**src/rtl/shared_pin_port_pkg.sv**
```systemverilog
package shared_pin_port_pkg;
    typedef enum logic {
        REG_LATCH = 1'b0,
        REG_DIR   = 1'b1
    } reg_sel_e;
endpackage

```
**src/rtl/spp_data_latch.sv**
```systemverilog
module spp_data_latch #(
    parameter int W = 8
) (
    input  logic         clk,
    input  logic         wr_en,
    input  logic [W-1:0] wdata,
    output logic [W-1:0] q
);
    // Deliberately has no reset: the contents survive a reset pulse.
    always_ff @(posedge clk) begin
        if (wr_en) q <= wdata;
    end
endmodule

```
**src/rtl/spp_dir_reg.sv**
```systemverilog
module spp_dir_reg #(
    parameter int W = 8
) (
    input  logic         clk,
    input  logic         rst_n,
    input  logic         wr_en,
    input  logic [W-1:0] wdata,
    output logic [W-1:0] q
);
    always_ff @(posedge clk or negedge rst_n) begin
        if (!rst_n)     q <= '0;
        else if (wr_en) q <= wdata;
    end
endmodule

```
**src/rtl/spp_sync.sv**
```systemverilog
module spp_sync #(
    parameter int W      = 8,
    parameter int STAGES = 2
) (
    input  logic         clk,
    input  logic         rst_n,
    input  logic [W-1:0] d,
    output logic [W-1:0] q
);
    logic [STAGES-1:0][W-1:0] chain;

    for (genvar s = 0; s < STAGES; s++) begin : g_stage
        if (s == 0) begin : g_first
            always_ff @(posedge clk or negedge rst_n) begin
                if (!rst_n) chain[s] <= '0;
                else        chain[s] <= d;
            end
        end else begin : g_next
            always_ff @(posedge clk or negedge rst_n) begin
                if (!rst_n) chain[s] <= '0;
                else        chain[s] <= chain[s-1];
            end
        end
    end

    assign q = chain[STAGES-1];
endmodule

```
**src/rtl/spp_drive_mux.sv**
```systemverilog
module spp_drive_mux #(
    parameter int W = 8
) (
    input  logic [W-1:0] latch_q,
    input  logic [W-1:0] dir_q,
    input  logic [W-1:0] ovr_en,
    input  logic [W-1:0] ovr_val,
    input  logic [W-1:0] pin_sync,
    output logic [W-1:0] drv_val,
    output logic [W-1:0] drv_en,
    output logic [W-1:0] read_val
);
    for (genvar b = 0; b < W; b++) begin : g_bit
        always_comb begin
            // peripheral override wins over the direction bit
            drv_val[b]  = ovr_en[b] ? ovr_val[b] : latch_q[b];
            drv_en[b]   = ovr_en[b] | dir_q[b];
            read_val[b] = dir_q[b] ? drv_val[b] : pin_sync[b];
        end
    end
endmodule

```
**src/rtl/shared_pin_port.sv**
```systemverilog
module shared_pin_port #(
    parameter int WIDTH       = 8,
    parameter int SYNC_STAGES = 2
) (
    input  logic             clk,
    input  logic             rst_n,
    input  logic             cpu_sel,
    input  logic             cpu_wr,
    input  logic [WIDTH-1:0] cpu_wdata,
    output logic [WIDTH-1:0] cpu_rdata,
    input  logic [WIDTH-1:0] per_oe,
    input  logic [WIDTH-1:0] per_out,
    input  logic [WIDTH-1:0] pad_in,
    output logic [WIDTH-1:0] pad_out,
    output logic [WIDTH-1:0] pad_oe
);
    import shared_pin_port_pkg::*;

    reg_sel_e         sel;
    logic             latch_we;
    logic             dir_we;
    logic [WIDTH-1:0] latch_q;
    logic [WIDTH-1:0] dir_q;
    logic [WIDTH-1:0] pin_sync;
    logic [WIDTH-1:0] read_val;

    assign sel      = reg_sel_e'(cpu_sel);
    assign latch_we = cpu_wr && (sel == REG_LATCH);
    assign dir_we   = cpu_wr && (sel == REG_DIR);

    spp_data_latch #(.W(WIDTH)) u_latch (
        .clk   (clk),
        .wr_en (latch_we),
        .wdata (cpu_wdata),
        .q     (latch_q)
    );

    spp_dir_reg #(.W(WIDTH)) u_dir (
        .clk   (clk),
        .rst_n (rst_n),
        .wr_en (dir_we),
        .wdata (cpu_wdata),
        .q     (dir_q)
    );

    spp_sync #(.W(WIDTH), .STAGES(SYNC_STAGES)) u_sync (
        .clk   (clk),
        .rst_n (rst_n),
        .d     (pad_in),
        .q     (pin_sync)
    );

    spp_drive_mux #(.W(WIDTH)) u_mux (
        .latch_q  (latch_q),
        .dir_q    (dir_q),
        .ovr_en   (per_oe),
        .ovr_val  (per_out),
        .pin_sync (pin_sync),
        .drv_val  (pad_out),
        .drv_en   (pad_oe),
        .read_val (read_val)
    );

    always_comb begin
        unique case (sel)
            REG_LATCH: cpu_rdata = read_val;
            REG_DIR:   cpu_rdata = dir_q;
            default:   cpu_rdata = '0;
        endcase
    end
endmodule

```
**config.mk**
```make
export PLATFORM = sky130hd
export DESIGN_NAME = shared_pin_port
export DESIGN_NICKNAME = d
export VERILOG_FILES = /design/src/rtl/shared_pin_port_pkg.sv /design/src/rtl/spp_data_latch.sv /design/src/rtl/spp_dir_reg.sv /design/src/rtl/spp_sync.sv /design/src/rtl/spp_drive_mux.sv /design/src/rtl/shared_pin_port.sv
export SDC_FILE = /design/constraint.sdc
export NUM_CORES = 1
export LEC_CHECK = 0
export CAP_MARGIN = 20
export CORE_MARGIN = 2
export CORE_UTILIZATION = 45
export CTS_BUF_LIST = sky130_fd_sc_hd__clkbuf_16
export CTS_CLUSTER_SIZE = 16
export DETAILED_ROUTE_END_ITERATION = 6
export DONT_BUFFER_PORTS = 1
export PLACE_DENSITY = 0.69
export SLEW_MARGIN = 10
export SYNTH_ARGS = -nofsm -noshare
export SYNTH_HDL_FRONTEND = slang
export SYNTH_SLANG_ARGS = --single-unit
```
**constraint.sdc**
```tcl
create_clock -name clk -period 1.42 [get_ports clk]
set_clock_uncertainty 0.2 [all_clocks]
set_input_delay 0.284 -clock clk [delete_from_list [all_inputs] [get_ports clk]]
set_output_delay 0.284 -clock clk [all_outputs]
set_load 0.1 [all_outputs]
```
After elaboration in Yosys (flattened, before gate mapping)
Index checks and enable logic that the tools add are counted.
{ "word_totals": {"reg_bits": 32, "input_bits": 36, "out_inout_bits": 24, "elab_cells": 32} }
{ "op_classes": {"muxes": 17, "bitwise_logic": 9, "reduce_logical": 2} }
{ "ops": {"columns": ["operator", "n"], "rows": [
  ["2-to-1 mux 1 bit", 16],
  ["one-hot mux 8 bit (2 select lines)", 1],
  ["OR 1 bit", 8],
  ["logical AND 1 bit", 2],
  ["inverter 1 bit", 1]
]} }

Longest topological paths before layout
{ "logic_depth": {"word_depth": 3, "mapped_depth": 4, "depth_no_buf": 2} }

By module
From an unflattened synthesis, not the netlist that was laid out.
{ "unflattened": {"hier_cells": 84, "area_unflattened_um2": 1470.2} }
{ "modules_own_cells": {"columns": ["mod", "n_inst", "cells_each", "area_per_inst_um2", "seq_area_each_um2"], "rows": [
  ["spp_sync", 1, 24, 460.4, 400.4],
  ["spp_dir_reg", 1, 17, 331.6, 200.2],
  ["spp_drive_mux", 1, 24, 290.3, 0.0],
  ["spp_data_latch", 1, 8, 240.2, 240.2],
  ["shared_pin_port", 1, 11, 147.6, 0.0]
]} }

Least setup slack after synthesis
OpenSTA, ideal clock, no wires.
{ "synth_timing": {"path_type": "input to output", "from": "in per_oe[0]", "to": "out cpu_rdata[0]", "t_arrival_ps": 1961, "t_required_ps": 936, "slack_ps": -1025, "stages": 2, "path_buffers": 0, "path_cell_list": "mux2_1 -> o22a_1"} }
{ "synth_via": {"elab_chain_len": 3} }
{ "synth_lines": {"columns": ["item", "line", "source"], "rows": [
  ["start: declaration", "shared_pin_port.sv:11", "input logic [WIDTH-1:0] per_oe,"],
  ["2-to-1 mux 1 bit", "spp_drive_mux.sv:16", "drv_val[b] = ovr_en[b] ? ovr_val[b] : latch_q[b];"],
  ["2-to-1 mux 1 bit", "spp_drive_mux.sv:18", "read_val[b] = dir_q[b] ? drv_val[b] : pin_sync[b];"],
  ["one-hot mux 8 bit (2 select lines)", "shared_pin_port.sv:65", "unique case (sel)"],
  ["end: declaration", "shared_pin_port.sv:10", "output logic [WIDTH-1:0] cpu_rdata,"]
]} }
Every way passes these cells.

Worst setup path after layout
{ "layout_timing": {"from": "reg u_latch.q[6]", "to": "out cpu_rdata[6]"} }
{ "layout_via": {"elab_chain_len": 3} }
{ "layout_lines": {"columns": ["item", "line", "source"], "rows": [
  ["start: declaration", "spp_data_latch.sv:7", "output logic [W-1:0] q"],
  ["start signal: assignment", "spp_data_latch.sv:11", "if (wr_en) q <= wdata;"],
  ["2-to-1 mux 1 bit", "spp_drive_mux.sv:16", null],
  ["2-to-1 mux 1 bit", "spp_drive_mux.sv:18", null],
  ["one-hot mux 8 bit (2 select lines)", "shared_pin_port.sv:65", null]
]} }
Every way passes these cells.

==> flow_summary_export.csv <==
group,metric,value,unit
clocking,worstSkewPairLatency,0.26,ns
timing,finalWorstSetupSlack,-0.529,ns
timing,relSlewSlack,65.1,%
hold_path,hp-class,"flop to flop",
cells_and_area,final_layout_size_suffix_gt1_share,44.5,%
detailed_routing,vias_per_cell,5.12,
setup_path,cp-start-kind,"flop",
setup_path,cp.arrival,1.47,ns
clocking,cts_num_sinks,32,
yosys,synth_top_family_by_area,"multiplexers",
setup_path,critPathMaxFanout,2,
outcome,outcome,"finished, violations left",
cells_and_area,fill_cells,164,
grt,use_met2,33.2,%
cells_and_area,final_area,2170,sq um
detailed_routing,drtAntennaViolNets,0,
timing,hold_viol,0,
place,gp_congestion,0.631,
setup_path,crit_required,0.94,ns
timing,grt_setup_unrepaired,"yes",
die,io_pins,60,
cells_and_area,nNetsFinal,172,
yosys,synth-seq-cells,32,
setup_path,end_kind,"output port",
grt,grt_use_met1,21.3,%
detailed_routing,first_pass_iters,4,
timing,fmax,513,MHz
yosys,synth.area.top_cells,"dfrtp_1 (47%), edfxtp_1 (19%), mux2_1 (8.8%)",
grt,grtUsageMet3,6.12,%
detailed_routing,num_vias,860,
place,hpwlAfterDp,1.79,mm
outcome,violations,"setup timing",
yosys,synth_mux_area_share,15.0,%
power,total_power,3.19,mW
place,place_area,1640,sq um
power,cellPowerDensity,1470,nW/um^2
timing,worst_pin_slew,0.523,ns
die,fp.dieH,57.3,microns
grt,antenna_found_initial,0,
yosys,ys_seq_area_share,65.7,%
yosys,synth_fa_ha_area_share,0,%
yosys,yosysTopAreaCell,"dfrtp_1",
die,num_rows,19,
detailed_routing,drt_wl_total,2.75,mm
place,place.port_buffers,0,
yosys,yosysWarningCount,0,
die,core,2730,sq um
clocking,clock-root-buffer,"clkbuf_16",
clocking,cts_made_buffers,5,
power,leakagePower,0.933,nW
die,start_util,46.8,%
yosys,yosys.area_share.simple,12.1,%
timing,setup_viol,24,
cells_and_area,area_growth,69.2,%
cells_and_area,layout_common_cells,"dfrtp_1 (24), dlygate4sd3_1 (17), buf_12 (15)",
timing,final_max_slew_viol_count,0,
power,vdd_drop_max,1.32,mV
cells_and_area,antennaDiodeCount,0,
yosys,synth_cell_types,16,
detailed_routing,wl_per_cell,16.4,microns
cells_and_area,layout_commonest_cell,"dfrtp_1",
grt,grt_pass1_vias,973,
setup_path,worst-setup-path-type,"flop to output port",
die,die_x,57.3,microns
clocking,cts_buffer_depth,2,
detailed_routing,drt-initial-drc-count,4,
yosys,synth_top_area_share,46.9,%
yosys,synth_area,1280,sq um
yosys,synth_xor_area_share,0,%
clocking,cts_tree,"built",
timing,period_share,137,%
clocking,clk_pin_slew_worst_paths,0.05,ns
grt,grt_overflow,0,
timing,min_period,1.95,ns
yosys,syn_nets,120,
die,die-area,3290,sq um
clocking,cts_max_level,2,
yosys,synth_compound_area_share,5.77,%
run,max-cap-violations,0,
grt,grt_pass1_wl,4.49,mm
grt,busiest_layer,"met2",
yosys,syn-instance-count,84,
grt,grt_start_max_net_pins,25,
grt,grtUsageTotal,18.8,%
detailed_routing,drc,0,
yosys,syn_avg_cell_area,15.2,sq um
==> area by class of cell <==
type                       count  area [sq um]  share of cell area [%]
tap                           31          38.8                    1.79
clock inverter                 3          11.3                   0.520
timing repair buffer          47           611                    28.2
sequential                    32           841                    38.8
multi-input combinational     50           539                    24.9
clock buffer                   5           125                    5.78
==> report_power, final <==
group	switching (mW)	leakage, nW	total (mW)	internal, mW
sequential	0.0517	0.355	1.07	1.02
combinational	0.755	0.507	1.17	0.416
clock	0.323	0.0701	0.950	0.627
==> sequential cells by signal (all words and copies together) (netlist names) <==
register	cells
u_sync.chain	8
u_sync.q	8
u_dir.q	8
u_latch.q	8
==> layer usage <==
layer  vias to the layer above  part of all wire [%]
li1                        399                     -
met1                       417                    35
met2                        39                    57
met3                         5                   7.6
met4                         0                   1.1
met5                         -                     0
==> worst max-delay path: stages (launching register included) <==
cell	delay, ns
edfxtp_1	0.37
mux2_4	0.30
a221o_4	0.53
==> synthesized netlist by cell type <==
master,n
nor2b_1,6
nor2_1,3
and2_1,3
mux2_2,3
mux2_4,3
or2_1,5
nand2_2,1
a221o_1,3
or2_2,3
buf_4,1
buf_6,1
o22a_1,5
edfxtp_1,8
mux2_1,10
nand2b_1,5
dfrtp_1,24
==> timing repair <==
action	4_1_cts	5_1_grt
buffers inserted	5	5
gates resized for setup	29	9
setup endpoints to repair	24	24
cloned	0	0
hold buffers	17	1
endpoints found under the hold margin	48	24
pin swaps	1	4
==> through the flow <==
stage               hold slack, ns  worst slack [ns]  cells  setup TNS [ns]  util, %
floorplan                   -0.212            -0.382     84           -2.31        -
detailed placement          -0.211            -0.237    132          -0.943     59.9
global placement            -0.211            -0.220    132          -0.833     59.9
global route                 0.151            -0.554    168           -7.43     79.2
finish                       0.146            -0.529    168           -6.56     79.2
CTS                          0.148            -0.528    162          -10.04     76.4
==> worst paths after layout <==
path	start	endpoint	slack [ns]	cells past startpoint
worst max-delay path	u_latch.q[6]$_DFFE_PP_	cpu_rdata[6]	-0.53	2
worst min register to register	u_sync.chain[1]$_DFF_PN0_	u_sync.q[1]$_DFF_PN0_	0.15	0
worst max register to register	u_dir.q[6]$_DFFE_PN0P_	u_dir.q[6]$_DFFE_PN0P_	0.26	2
worst min-delay path	u_sync.chain[1]$_DFF_PN0_	u_sync.q[1]$_DFF_PN0_	0.15	0
min in group asynchronous	rst_n	u_sync.q[7]$_DFF_PN0_	0.32	2
max in group asynchronous	rst_n	u_sync.q[2]$_DFF_PN0_	0.35	2
==> logic make-up after synthesis <==
kind of cell	count (synthesis)
AOI/OAI and AO/OA	8
buffers and inverters	2
and+or+nand+nor	26
muxes	16
DFF	32
No activity file was read; power rests on OpenSTA's default activity.
